[src/rtl/adc_capture_seq.sv]
`timescale 1ns/1ps
module adc_capture_seq #(
  parameter int LANE_W = 16,
  parameter int CNT_W  = 32
) (
  input  logic                clk,
  input  logic                rst_n,
  input  logic                start,
  input  logic                clear,
  input  logic                test_mode,
  input  logic [CNT_W-1:0]    capture_len,
  input  logic [LANE_W-1:0]   ch1_data,
  input  logic [LANE_W-1:0]   ch2_data,
  input  logic [LANE_W-1:0]   ch3_data,
  input  logic [LANE_W-1:0]   ch4_data,
  input  logic                fifo_full,
  output logic                fifo_wr,
  output logic [4*LANE_W-1:0] fifo_data,
  output logic                busy,
  output logic                done,
  output logic                overflow
);
  localparam int WORD_W = 4 * LANE_W;

  typedef enum logic [1:0] {S_IDLE, S_ARMED, S_CAPT, S_DONE} st_t;

  st_t              st;
  logic [CNT_W-1:0] cnt, len_q;
  logic             tmode_q;

  wire last_word = (cnt == len_q - CNT_W'(1));
  wire capturing = (st == S_CAPT);

  assign busy      = (st == S_ARMED) || capturing;
  assign done      = (st == S_DONE);
  assign fifo_wr   = capturing && !fifo_full;
  assign fifo_data = tmode_q ? WORD_W'(cnt) : {ch4_data, ch3_data, ch2_data, ch1_data};

  always_ff @(posedge clk) begin
    if (!rst_n) begin
      st       <= S_IDLE;
      cnt      <= '0;
      len_q    <= '0;
      tmode_q  <= 1'b0;
      overflow <= 1'b0;
    end else if (clear) begin
      st       <= S_IDLE;
      overflow <= 1'b0;
    end else begin
      case (st)
        S_IDLE: if (start) begin
          st       <= S_ARMED;
          len_q    <= capture_len;
          tmode_q  <= test_mode;
          cnt      <= '0;
          overflow <= 1'b0;
        end
        S_ARMED: st <= (len_q == '0) ? S_DONE : S_CAPT;
        S_CAPT: begin
          cnt <= cnt + CNT_W'(1);
          if (fifo_full) overflow <= 1'b1;
          if (last_word) st <= S_DONE;
        end
        default: ;
      endcase
    end
  end

  AST_IDLE_AFTER_RESET: assert property (@(posedge clk) !rst_n |=> !busy && !done && !overflow);
  AST_ARMED_NO_WRITE: assert property (@(posedge clk) disable iff (!rst_n)
    (st == S_IDLE && start && !clear) |=> busy && !fifo_wr);
  AST_WRITE_ONLY_BUSY: assert property (@(posedge clk) disable iff (!rst_n) fifo_wr |-> busy);
  AST_DONE_HOLDS: assert property (@(posedge clk) disable iff (!rst_n) (done && !clear) |=> done);
  AST_ZERO_LEN: assert property (@(posedge clk) disable iff (!rst_n)
    (st == S_ARMED && len_q == '0 && !clear) |=> done);
  AST_NO_WRITE_FULL: assert property (@(posedge clk) disable iff (!rst_n) fifo_full |-> !fifo_wr);
  AST_OVF_STICKY: assert property (@(posedge clk) disable iff (!rst_n)
    (overflow && !clear && !(st == S_IDLE && start)) |=> overflow);
  AST_CFG_HELD: assert property (@(posedge clk) disable iff (!rst_n)
    (capturing && !clear) |=> $stable(len_q) && $stable(tmode_q));
  AST_CLEAR_IDLE: assert property (@(posedge clk) disable iff (!rst_n)
    clear |=> !busy && !done && !overflow);
endmodule

[config.mk]
export PLATFORM = sky130hd
export DESIGN_NAME = adc_capture_seq
export DESIGN_NICKNAME = d
export VERILOG_FILES = /design/src/rtl/adc_capture_seq.sv
export SDC_FILE = /design/constraint.sdc
export NUM_CORES = 1
export LEC_CHECK = 0
export ABC_AREA = 1
export BUFFER_PORTS_ARGS = -buffer_cell sky130_fd_sc_hd__buf_2
export CORE_MARGIN = 10
export CORE_UTILIZATION = 55
export DETAILED_ROUTE_END_ITERATION = 12
export PLACE_DENSITY = 0.87
export SLEW_MARGIN = 20
export SYNTH_ARGS = -nofsm -noshare
export SYNTH_HDL_FRONTEND = slang
export SYNTH_SLANG_ARGS = --single-unit
[constraint.sdc]
create_clock -name clk -period 5.04 [get_ports clk]
set_input_delay 1.008 -clock clk [delete_from_list [all_inputs] [get_ports clk]]
set_output_delay 1.008 -clock clk [all_outputs]
set_load 0.1 [all_outputs]
==> results of run 1 <==
==> flip-flops by register name, indices dropped and copies added, names as in the netlist <==
name and cells:
len_q 32, tmode_q 1, cnt 32, overflow 1, st 2
==> worst paths after layout <==
check | to | startpoint | slack, ps | depth (start not counted)
min reg2reg | overflow | overflow | 490 | 2
max | fifo_data[45] | tmode_q | 2170 | 3
max reg2reg | cnt[26] | st[0] | 2610 | 17
min | overflow | overflow | 490 | 2
==> worst max-delay path: cells and delay by family (launching register included) <==
family / cells / cell delay [ps]
simple gates: 1 / 90
flops: 1 / 740
buf+inv: 2 / 650
==> placed cells by master (no fill, tap or decap), types with 5 or more instances in the layout <==
cell,instances
nor3_1,17
mux2_2,5
nor2_1,176
ha_1,6
o21ai_0,54
xor2_1,26
nor4_1,6
a211oi_1,6
inv_1,133
xnor2_1,14
dfxtp_1,67
nand3_1,25
nand2_1,122
nand4_1,13
buf_2,169
a21oi_1,74
nor2_4,7
nand3b_1,5
clkbuf_8,10
==> synthesized netlist by cell type, types with 2 or more instances <==
library cell / n / area [sq um]
nand4_1: 13 / 81.3
nor2_2: 2 / 12.5
o21bai_1: 3 / 22.5
nand2_1: 122 / 458
buf_4: 2 / 15.0
nand2_2: 4 / 25.0
nor3b_1: 2 / 15.0
nor4_1: 6 / 37.5
clkbuf_2: 3 / 15.0
o21a_1: 2 / 15.0
dfxtp_1: 68 / 1360
nor2_1: 176 / 661
mux2_2: 5 / 56.3
clkbuf_1: 21 / 78.8
ha_1: 6 / 75.1
nor3_1: 17 / 85.1
nand3_1: 25 / 125
nor2_4: 7 / 78.8
and2_1: 2 / 12.5
xnor2_1: 14 / 123
inv_1: 133 / 499
a21oi_1: 74 / 370
xor2_1: 26 / 228
a211oi_1: 6 / 45.0
o21ai_0: 54 / 270
nand3b_1: 5 / 37.5
==> through the flow <==
step	utilization	area [sq um]	power, W
after floorplan	-	4890	0.00122
final	0.690	5990	0.00180
after detailed placement	0.666	5780	0.00136
after global routing	0.690	5990	0.00189
after global placement	0.666	5780	0.00135
after CTS	0.690	5980	0.00180
==> power breakdown <==
part | internal (W) | leakage, nW | switching, W
sequential | 0.000559 | 0.555 | 0.0000375
clock | 0.000240 | 0.0983 | 0.000214
combinational | 0.000168 | 2.36 | 0.000582
total | 0.000968 | 3.01 | 0.000833
==> layer usage <==
metal	vias up	wire length [microns]
met5	-	0
met4	0	205
met3	27	1670
met2	245	6750
met1	2446	6270
li1	2847	-
==> cell type report <==
cell class	count	area, sq um	share of cell area
multi-input cells	578	2920	0.487
inverters	133	499	0.0834
clock inverters	6	63.8	0.0107
flip-flops and latches	68	1370	0.228
clock buffers	10	138	0.0230
well taps	108	135	0.0226
repair buffers	172	868	0.145
==> logic make-up (layout without fill, tap and decap cells) <==
kind of cell | count (synthesis) | after routing | synth area share
XOR/XNOR | 41 | 41 | 0.0765
AO/OA/AOI/OAI | 143 | 143 | 0.155
buffers and inverters | 159 | 321 | 0.124
multiplexers | 5 | 5 | 0.0115
AND/OR/NAND/NOR | 383 | 383 | 0.339
flip-flops | 68 | 68 | 0.279
adder cells (fa/ha/maj) | 6 | 6 | 0.0154
==> summary.txt, run 1 <==
Global route
  – Pin count of the biggest net entering global routing: 71
  – First-pass GRT wire length: 24.2 mm
  – Number of global-route vias before repair: 5,223
  – M1 GR Usage: 0.273
  – Met2 Usage GRT: 0.352
  – Top Usage Layer GRT: met2
  – Initial antenna violation count: 0
  – GRT overflow: 0
  – Tot GR Track Use: 0.223
  – GRT met3 Usage: 0.0870

Logic synthesis
  – Yosys warns: 0
  – Synth async-reset ratio: 0
  – Syn Nets: 913
  – Seq cells post-synth: 68
  – Most used DFF post-synth: dfxtp_1
  – Syn_area_per_cell: 6.07 sq um
  – Post-synth EDFFs: 0
  – Sequential fraction of the synthesis area: 0.279
  – Yosys cell types: 33
  – Syn Inst Count: 805
  – Post-Syn Area: 0.00489 sq mm

Clock network
  – TritonCTS clock tree: yes
  – Worst-path clk slew: 70 ps
  – Clock H-tree levels: 3
  – Later-pin clock latency in the skew report: 360 ps
  – Postcts setup bufs: 0
  – Post-CTS Resized: 0
  – Clock sinks: 68
  – CTS root buf: clkbuf_8
  – Cts hold-fix bufs: 0
  – Maximum clock insertion buffer count: 2
  – Cts bufs inserted: 9

Timing
  – Hold Violations, Final: 0
  – Tcrit/Tclk final: 0.569
  – Setup violations, final: 0
  – Worst Max-Slew Pin Slew: 798 ps
  – RSZ-0062 raised after global routing: no
  – Min Hold Slack: 493 ps
  – Final WS setup: 2170 ps
  – Worst Clk Skew: 5.36 ps
  – Max-slew headroom at the worst pin: 0.466
  – Setup Total Neg Slack: 0 ps
  – Tmin final: 2870 ps
  – Fmax: 349 MHz
  – Slew Limit Fails: 0

Critical path
  – Startpoint types: flip-flop
  – Critical-path cell list: buf_4, nor2_1, buf_2
  – Data arrival, critical path: 1860 ps
  – Type of destination of the critical path: output pin
  – Critical-path top delay cell: dfxtp_4
  – Max FO, Critical Path: 70
  – Crit path required time: 4030 ps
  – Peak per-stage delay on the critical path: 740 ps
  – Worst setup path category: reg2out

Die
  – Die width: 114 microns
  – Die ar.: 0.0131 sq mm
  – Starting Density: 0.563
  – Chip Height: 114 microns
  – # IOs: 170
  – Num rows: 34
  – Core box area: 0.00868 sq mm

Worst hold path
  – Min-delay worst type: reg2reg

Drt
  – Final ANT Viol Nets: 0
  – Routed WL: 14.9 mm
  – First DRT Iteration DRCs: 547
  – Vias per inst: 5.18
  – Drt drc: 0
  – Drt pass-1 iters: 5
  – Wire length per cell: 13.9 microns
  – Vias: 5,565

Pwr
  – Leakage: 3.01 nW
  – VDD IR max: 0.286 mV
  – PD cells: 301 mW/mm^2

Placed design
  – Cells after DPL: 1,059
  – Place WS: 2210 ps
  – IO Port Bufs: 169
  – DP Wirelength: 12.0 mm
  – Placer Congestion: 1.01

Final layout
  – Non-Filler Instances: 1,075
  – FILL cells: 803
  – Layout area overhead: 22.5%
  – Diodes inserted: 0
  – Nets: 1,070
  – Layout cells sized above 1: 0.217

Outcome
  – Status: complete, no violations

Run
  – Max-cap violations: 0
Note: power is estimated with default switching activity, not from simulation.
==> run 2: changes to the inputs <==
--- a/config.mk
+++ b/config.mk
@@ -8,9 +8,9 @@
 export ABC_AREA = 1
 export BUFFER_PORTS_ARGS = -buffer_cell sky130_fd_sc_hd__buf_2
 export CORE_MARGIN = 10
-export CORE_UTILIZATION = 55
+export CORE_UTILIZATION = 46
 export DETAILED_ROUTE_END_ITERATION = 12
-export PLACE_DENSITY = 0.87
+export PLACE_DENSITY = 0.77
 export SLEW_MARGIN = 20
 export SYNTH_ARGS = -nofsm -noshare
 export SYNTH_HDL_FRONTEND = slang
==> constraint.sdc (replaced) <==
create_clock -name clk -period 2.6 [get_ports clk]
set_input_delay 0.52 -clock clk [delete_from_list [all_inputs] [get_ports clk]]
set_output_delay 0.52 -clock clk [all_outputs]
set_load 0.1 [all_outputs]
==> summary.txt, run 2 (synthesized netlist as in run 1, its figures left out) <==
Timing
  – Hold Violations, Final: 0 (unchanged)
  – Max-slew headroom at the worst pin: 0.629 (+0.163)
  – Slew Limit Fails: 0 (unchanged)
  – Min Hold Slack: 377 ps (-116 ps)
  – RSZ-0062 raised after global routing: yes
  – Fmax: 423 MHz
  – Worst Max-Slew Pin Slew: 553 ps (-245 ps)
  – Setup violations, final: 0 (unchanged)
  – Tcrit/Tclk final: 0.909
  – Tmin final: 2360 ps
  – Worst Clk Skew: 12.5 ps (+7.18 ps)

Die
  – Chip Height: 123 microns (+7.7%)
  – # IOs: 170 (unchanged)
  – Die width: 123 microns (+7.7%)
  – Die ar.: 0.0151 sq mm (+16%)
  – Starting Density: 0.473 (-0.0898)
  – Num rows: 37 (+8.8%)
  – Core box area: 0.0103 sq mm (+19%)

Drt
  – Drt pass-1 iters: 5 (unchanged)
  – Drt drc: 0 (unchanged)
  – Vias per inst: 5.07 (-2.1%)
  – First DRT Iteration DRCs: 410 (-25%)
  – Final ANT Viol Nets: 0 (unchanged)
  – Wire length per cell: 14.5 microns (+4.6%)
  – Vias: 5,631 (+1.2%)
  – Routed WL: 16.1 mm (+8.1%)

Run
  – Max-cap violations: 0 (unchanged)

Final layout
  – Biggest regs: cnt (32), len_q (32), st (2)
  – Diodes inserted: 0 (unchanged)
  – Layout cells sized above 1: 0.252 (+0.0351)
  – Layout area overhead: 28.1%
  – Non-Filler Instances: 1,111 (+3.3%)
  – Nets: 1,078 (+0.75%)
  – Commonest non-fill, non-tap cell in the layout: nor2_1
  – Cell area after layout: 0.00626 sq mm (+4.6%)
  – Most frequent cells in the layout: nor2_1 (176), buf_2 (169), inv_1 (132)

Clock network
  – TritonCTS clock tree: yes
  – Worst-path clk slew: 80 ps (about the same)
  – Clock H-tree levels: 3 (unchanged)
  – Cts bufs inserted: 9 (unchanged)
  – Later-pin clock latency in the skew report: 370 ps (about the same)
  – Maximum clock insertion buffer count: 2 (unchanged)
  – CTS root buf: clkbuf_8
  – Clock sinks: 68 (unchanged)
  – Cts hold-fix bufs: 0 (unchanged)

Placed design
  – IO Port Bufs: 169 (unchanged)
  – Post-placement cell area: 0.00598 sq mm (+3.3%)
  – Placer Congestion: 0.973 (-4.0%)
  – Cells after DPL: 1,094 (+3.3%)
  – DP Wirelength: 12.9 mm (+7.3%)

Global route
  – GRT overflow: 0 (unchanged)
  – First-pass GRT wire length: 26.0 mm (+7.6%)
  – Tot GR Track Use: 0.210 (-0.0126)
  – Pin count of the biggest net entering global routing: 46 (-35%)
  – Initial antenna violation count: 0 (unchanged)
  – Number of global-route vias before repair: 5,535 (+6.0%)

Pwr
  – VDD IR max: 0.366 mV (+28%)
  – PD cells: 604 mW/mm^2 (+100%)
  – Leakage: 3.10 nW (+3.0%)

Critical path
  – R2r endpoint: st[0]
  – Crit path required time: 2860 ps (-1170 ps)
  – Type of destination of the critical path: flip-flop
  – Reg2reg path depth: 15 (-2)
  – Max FO, Critical Path: 8 (-89%)
  – R2r setup slk: 240 ps (-2370 ps)
  – Worst setup path category: reg2reg
  – Worst Setup SP: len_q[0]
  – Worst r2r src: len_q[0]
  – Startpoint types: flip-flop
  – Data arrival, critical path: 2620 ps (+760 ps)

Worst hold path
  – Min-delay worst type: in2reg
  – Hold depth: 3 (+1)
  – Hold path startpoint: test_mode
  – End of the worst hold path: tmode_q

Outcome
  – Status: complete, no violations
-- run 2: changes by cell type in the layout (fill, tap and decap cells not counted), sizes merged --
cell	before	now
bufinv	1	3
buf	172	180
clkinvlp	2	0
-- run 2: area by class of cell --
type | count | area (sq um)
clock buffer | 10 | 149
tap | 136 | 170
fill | 1023 | 4060
timing repair buffer | 180 | 941
inverter | 133 | 499
clock inverter | 6 | 109
multi-input combinational | 578 | 3030
sequential | 68 | 1370
-- run 2: what timing repair did --
action                                  CTS  global route
resized for setup                         0             6
endpoints found under the setup margin    0             3
hold endpoints to repair                  0             0
setup buffers                             0             1
-- run 2: stage by stage --
step                      total power (W)  setup slack [ps]   util  setup TNS, ps
final                             0.00378               237  0.607              0
after global routing              0.00395             -5.69  0.607          -5.69
after CTS                         0.00378               208  0.604              0
after detailed placement          0.00267               236  0.579              0
after global placement            0.00266               341  0.579              0
after floorplan                   0.00238              -363      -          -1100
-- run 2: metal layers --
layer,up-vias,wire (microns),GRT usage
met5,-,0,0
met4,0,374,0.0742
met3,32,1300,0.0488
met2,209,7790,0.363
met1,2520,6640,0.250
li1,2870,-,-
-- run 2: report_power, final --
group | total (W) | internal (W) | switching (W)
combinational | 0.00151 | 0.000346 | 0.00117
sequential | 0.00115 | 0.00108 | 0.0000652
clock | 0.00112 | 0.000693 | 0.000429
total | 0.00378 | 0.00212 | 0.00166
-- run 2: worst max path at each step --
stage / to / slack, ps / cells past startpoint
global route: cnt[26] / -6 / 17
CTS: cnt[26] / 210 / 17
finish: st[0] / 240 / 15
global placement: cnt[26] / 340 / 17
detailed placement: cnt[26] / 240 / 17
floorplan: fifo_data[6] / -360 / 4
-- run 2: worst max-delay path, cell delays in order, from the launching register on --
cell,delay (ps)
dfxtp_1,320
inv_1,120
ha_1,210
nand2_1,140
nor2_4,220
nand2_1,170
nor3_1,220
nor2_1,80
nor2_1,120
nand2_1,80
nor2_1,120
nand3_1,110
nand2_1,100
nand3_1,90
nor2_1,100
nor2_1,50
==> run 3: changes to the inputs <==
--- a/config.mk
+++ b/config.mk
@@ -8,9 +8,10 @@
 export ABC_AREA = 1
 export BUFFER_PORTS_ARGS = -buffer_cell sky130_fd_sc_hd__buf_2
 export CORE_MARGIN = 10
-export CORE_UTILIZATION = 46
+export CORE_UTILIZATION = 47
+export CTS_BUF_LIST = sky130_fd_sc_hd__clkbuf_8
 export DETAILED_ROUTE_END_ITERATION = 12
-export PLACE_DENSITY = 0.77
+export PLACE_DENSITY = 0.79
 export SLEW_MARGIN = 20
 export SYNTH_ARGS = -nofsm -noshare
 export SYNTH_HDL_FRONTEND = slang
==> summary.txt, run 3 (synthesized netlist as in run 1, its figures left out) <==
Outcome
  – Status: complete, no violations

Timing
  – Min Hold Slack: 389 ps (+11.7 ps)
  – Setup Total Neg Slack: 0 ps (unchanged)
  – Max-slew headroom at the worst pin: 0.616 (-0.0131)
  – Tcrit/Tclk final: 0.924 (+0.0155)
  – Tmin final: 2400 ps (+40.4 ps)
  – Setup violations, final: 0 (unchanged)
  – Hold Violations, Final: 0 (unchanged)
  – Worst Max-Slew Pin Slew: 572 ps (+19.5 ps)
  – Fmax: 416 MHz (-1.7%)
  – Slew Limit Fails: 0 (unchanged)
  – Worst Clk Skew: 11.6 ps (-0.902 ps)
  – RSZ-0062 raised after global routing: no

Die
  – Die width: 122 microns (-0.90%)
  – Starting Density: 0.478 (+0.00428)
  – Num rows: 37 (unchanged)
  – # IOs: 170 (unchanged)
  – Die ar.: 0.0149 sq mm (-1.8%)
  – Chip Height: 122 microns (-0.90%)
  – Core box area: 0.0102 sq mm (-0.90%)

Pwr
  – Register share of total power: 0.324 (+0.020)
  – Pint: 0.00192 W (-9.4%)
  – Logic pwr share: 0.425 (+0.025)
  – Leakage: 3.09 nW (-0.38%)
  – NetSw: 0.00163 W (-1.8%)
  – Net Sw Frac: 0.459 (+0.0200)
  – VDD IR max: 0.354 mV (-3.2%)
  – PD cells: 571 mW/mm^2 (-5.6%)
  – Clk pwr share: 0.251 (-0.046)

Global route
  – Tot GR Track Use: 0.206 (-0.00460)
  – GRT overflow: 0 (unchanged)
  – M1 GR Usage: 0.242 (-0.00813)
  – Initial antenna violation count: 0 (unchanged)
  – Met2 Usage GRT: 0.354 (-0.00915)
  – Pin count of the biggest net entering global routing: 39 (-15%)
  – GRT met3 Usage: 0.0555 (+0.00673)
  – First-pass GRT wire length: 25.0 mm (-3.8%)
  – Number of global-route vias before repair: 5,380 (-2.8%)
  – Top Usage Layer GRT: met2

Drt
  – Routed WL: 15.6 mm (-3.0%)
  – Final ANT Viol Nets: 0 (unchanged)
  – Drt pass-1 iters: 5 (unchanged)
  – Wire length per cell: 14.0 microns (-3.2%)
  – Drt drc: 0 (unchanged)
  – Vias per inst: 4.98 (-1.7%)
  – Vias: 5,548 (-1.5%)
  – First DRT Iteration DRCs: 399 (-2.7%)

Worst hold path
  – Min-delay worst type: in2reg
  – Hold path startpoint: capture_len[28]
  – Hold depth: 3 (unchanged)
  – End of the worst hold path: len_q[28]

Clock network
  – Clock H-tree levels: 3 (unchanged)
  – Worst-path clk slew: 70 ps (about the same)
  – CTS root buf: clkbuf_8
  – TritonCTS clock tree: yes
  – Cts bufs inserted: 9 (unchanged)
  – Clock sinks: 68 (unchanged)
  – Later-pin clock latency in the skew report: 350 ps (-20 ps)
  – Maximum clock insertion buffer count: 2 (unchanged)

Final layout
  – Most frequent cells in the layout: nor2_1 (176), buf_2 (168), inv_1 (135)
  – Commonest non-fill, non-tap cell in the layout: nor2_1
  – Layout cells sized above 1: 0.250 (-0.00256)
  – Nets: 1,080 (+0.19%)
  – Biggest regs: cnt (32), len_q (32), st (2)
  – FILL cells: 992 (-3.0%)
  – Diodes inserted: 0 (unchanged)
  – Layout area overhead: 27.5%

Placed design
  – IO Port Bufs: 169 (unchanged)
  – DP Wirelength: 12.6 mm (-2.3%)
  – Placer Congestion: 0.985 (+1.2%)

Critical path
  – R2r setup slk: 210 ps (-30 ps)
  – Max FO, Critical Path: 38 (+30)
  – Worst setup path category: reg2out
  – R2r endpoint: cnt[26]
  – Data arrival, critical path: 1880 ps (-740 ps)
  – Startpoint types: flip-flop
  – Type of destination of the critical path: output pin
  – Crit path required time: 2080 ps (-780 ps)
  – Worst r2r src: st[0]
  – Reg2reg path depth: 17 (+2)

Run
  – Max-cap violations: 0 (unchanged)
run 3: timing repair:
item | in CTS | in global routing
buffers inserted | 0 | 2
resized for setup | 0 | 3
setup endpoints to repair | 0 | 3
hold buffers | 0 | 0
run 3: power by group through the flow:
stage	clock (W)	combinational (W)	sequential (W)
after detailed placement	0	0.00150	0.00117
final	0.000892	0.00151	0.00115
after CTS	0.000903	0.00151	0.00115
after global placement	0	0.00149	0.00117
after global routing	0.000950	0.00162	0.00116
after floorplan	0	0.00123	0.00115
run 3: routing by layer:
layer  vias to the layer above  wire length, microns
met5                         -                     0
met4                         0                   320
met3                        27                  1110
met2                       197                  7620
met1                      2452                  6570
li1                       2872                     -
run 3: how the worst max path moves through the flow:
stage | from | to | slack, ps
3_3_place_gp | st[0] | cnt[26] | 330
6_report | tmode_q | fifo_data[11] | 200
3_5_place_dp | st[0] | cnt[26] | 250
2_1_floorplan | tmode_q | fifo_data[6] | -360
4_1_cts | tmode_q | fifo_data[21] | 180
5_1_grt | st[0] | cnt[26] | 30
run 3: metrics by stage:
stage / total power, W / setup WS (ps) / cell area [sq um] / util / instances
global placement: 0.00267 / 330 / 6000 / 0.586 / 1095
finish: 0.00356 / 197 / 6230 / 0.609 / 1113
floorplan: 0.00238 / -363 / 4980 / - / 805
detailed placement: 0.00268 / 250 / 6000 / 0.586 / 1095
CTS: 0.00357 / 176 / 6200 / 0.606 / 1111
global route: 0.00373 / 34.8 / 6230 / 0.609 / 1113
run 3: final cells by class:
cell class	instances	area, sq um	share of cell area
repair buffers	182	971	0.156
well taps	136	170	0.0273
clock inverters	5	52.6	0.00844
multi-input cells	578	3020	0.485
flip-flops and latches	68	1370	0.219
clock buffers	11	151	0.0243
inverters	133	499	0.0801
run 3: worst max-delay path, stage by stage (launching register included):
cell and delay, ps:
dfxtp_4 660, buf_4 260, nor2_1 70, a21oi_2 90, buf_2 430
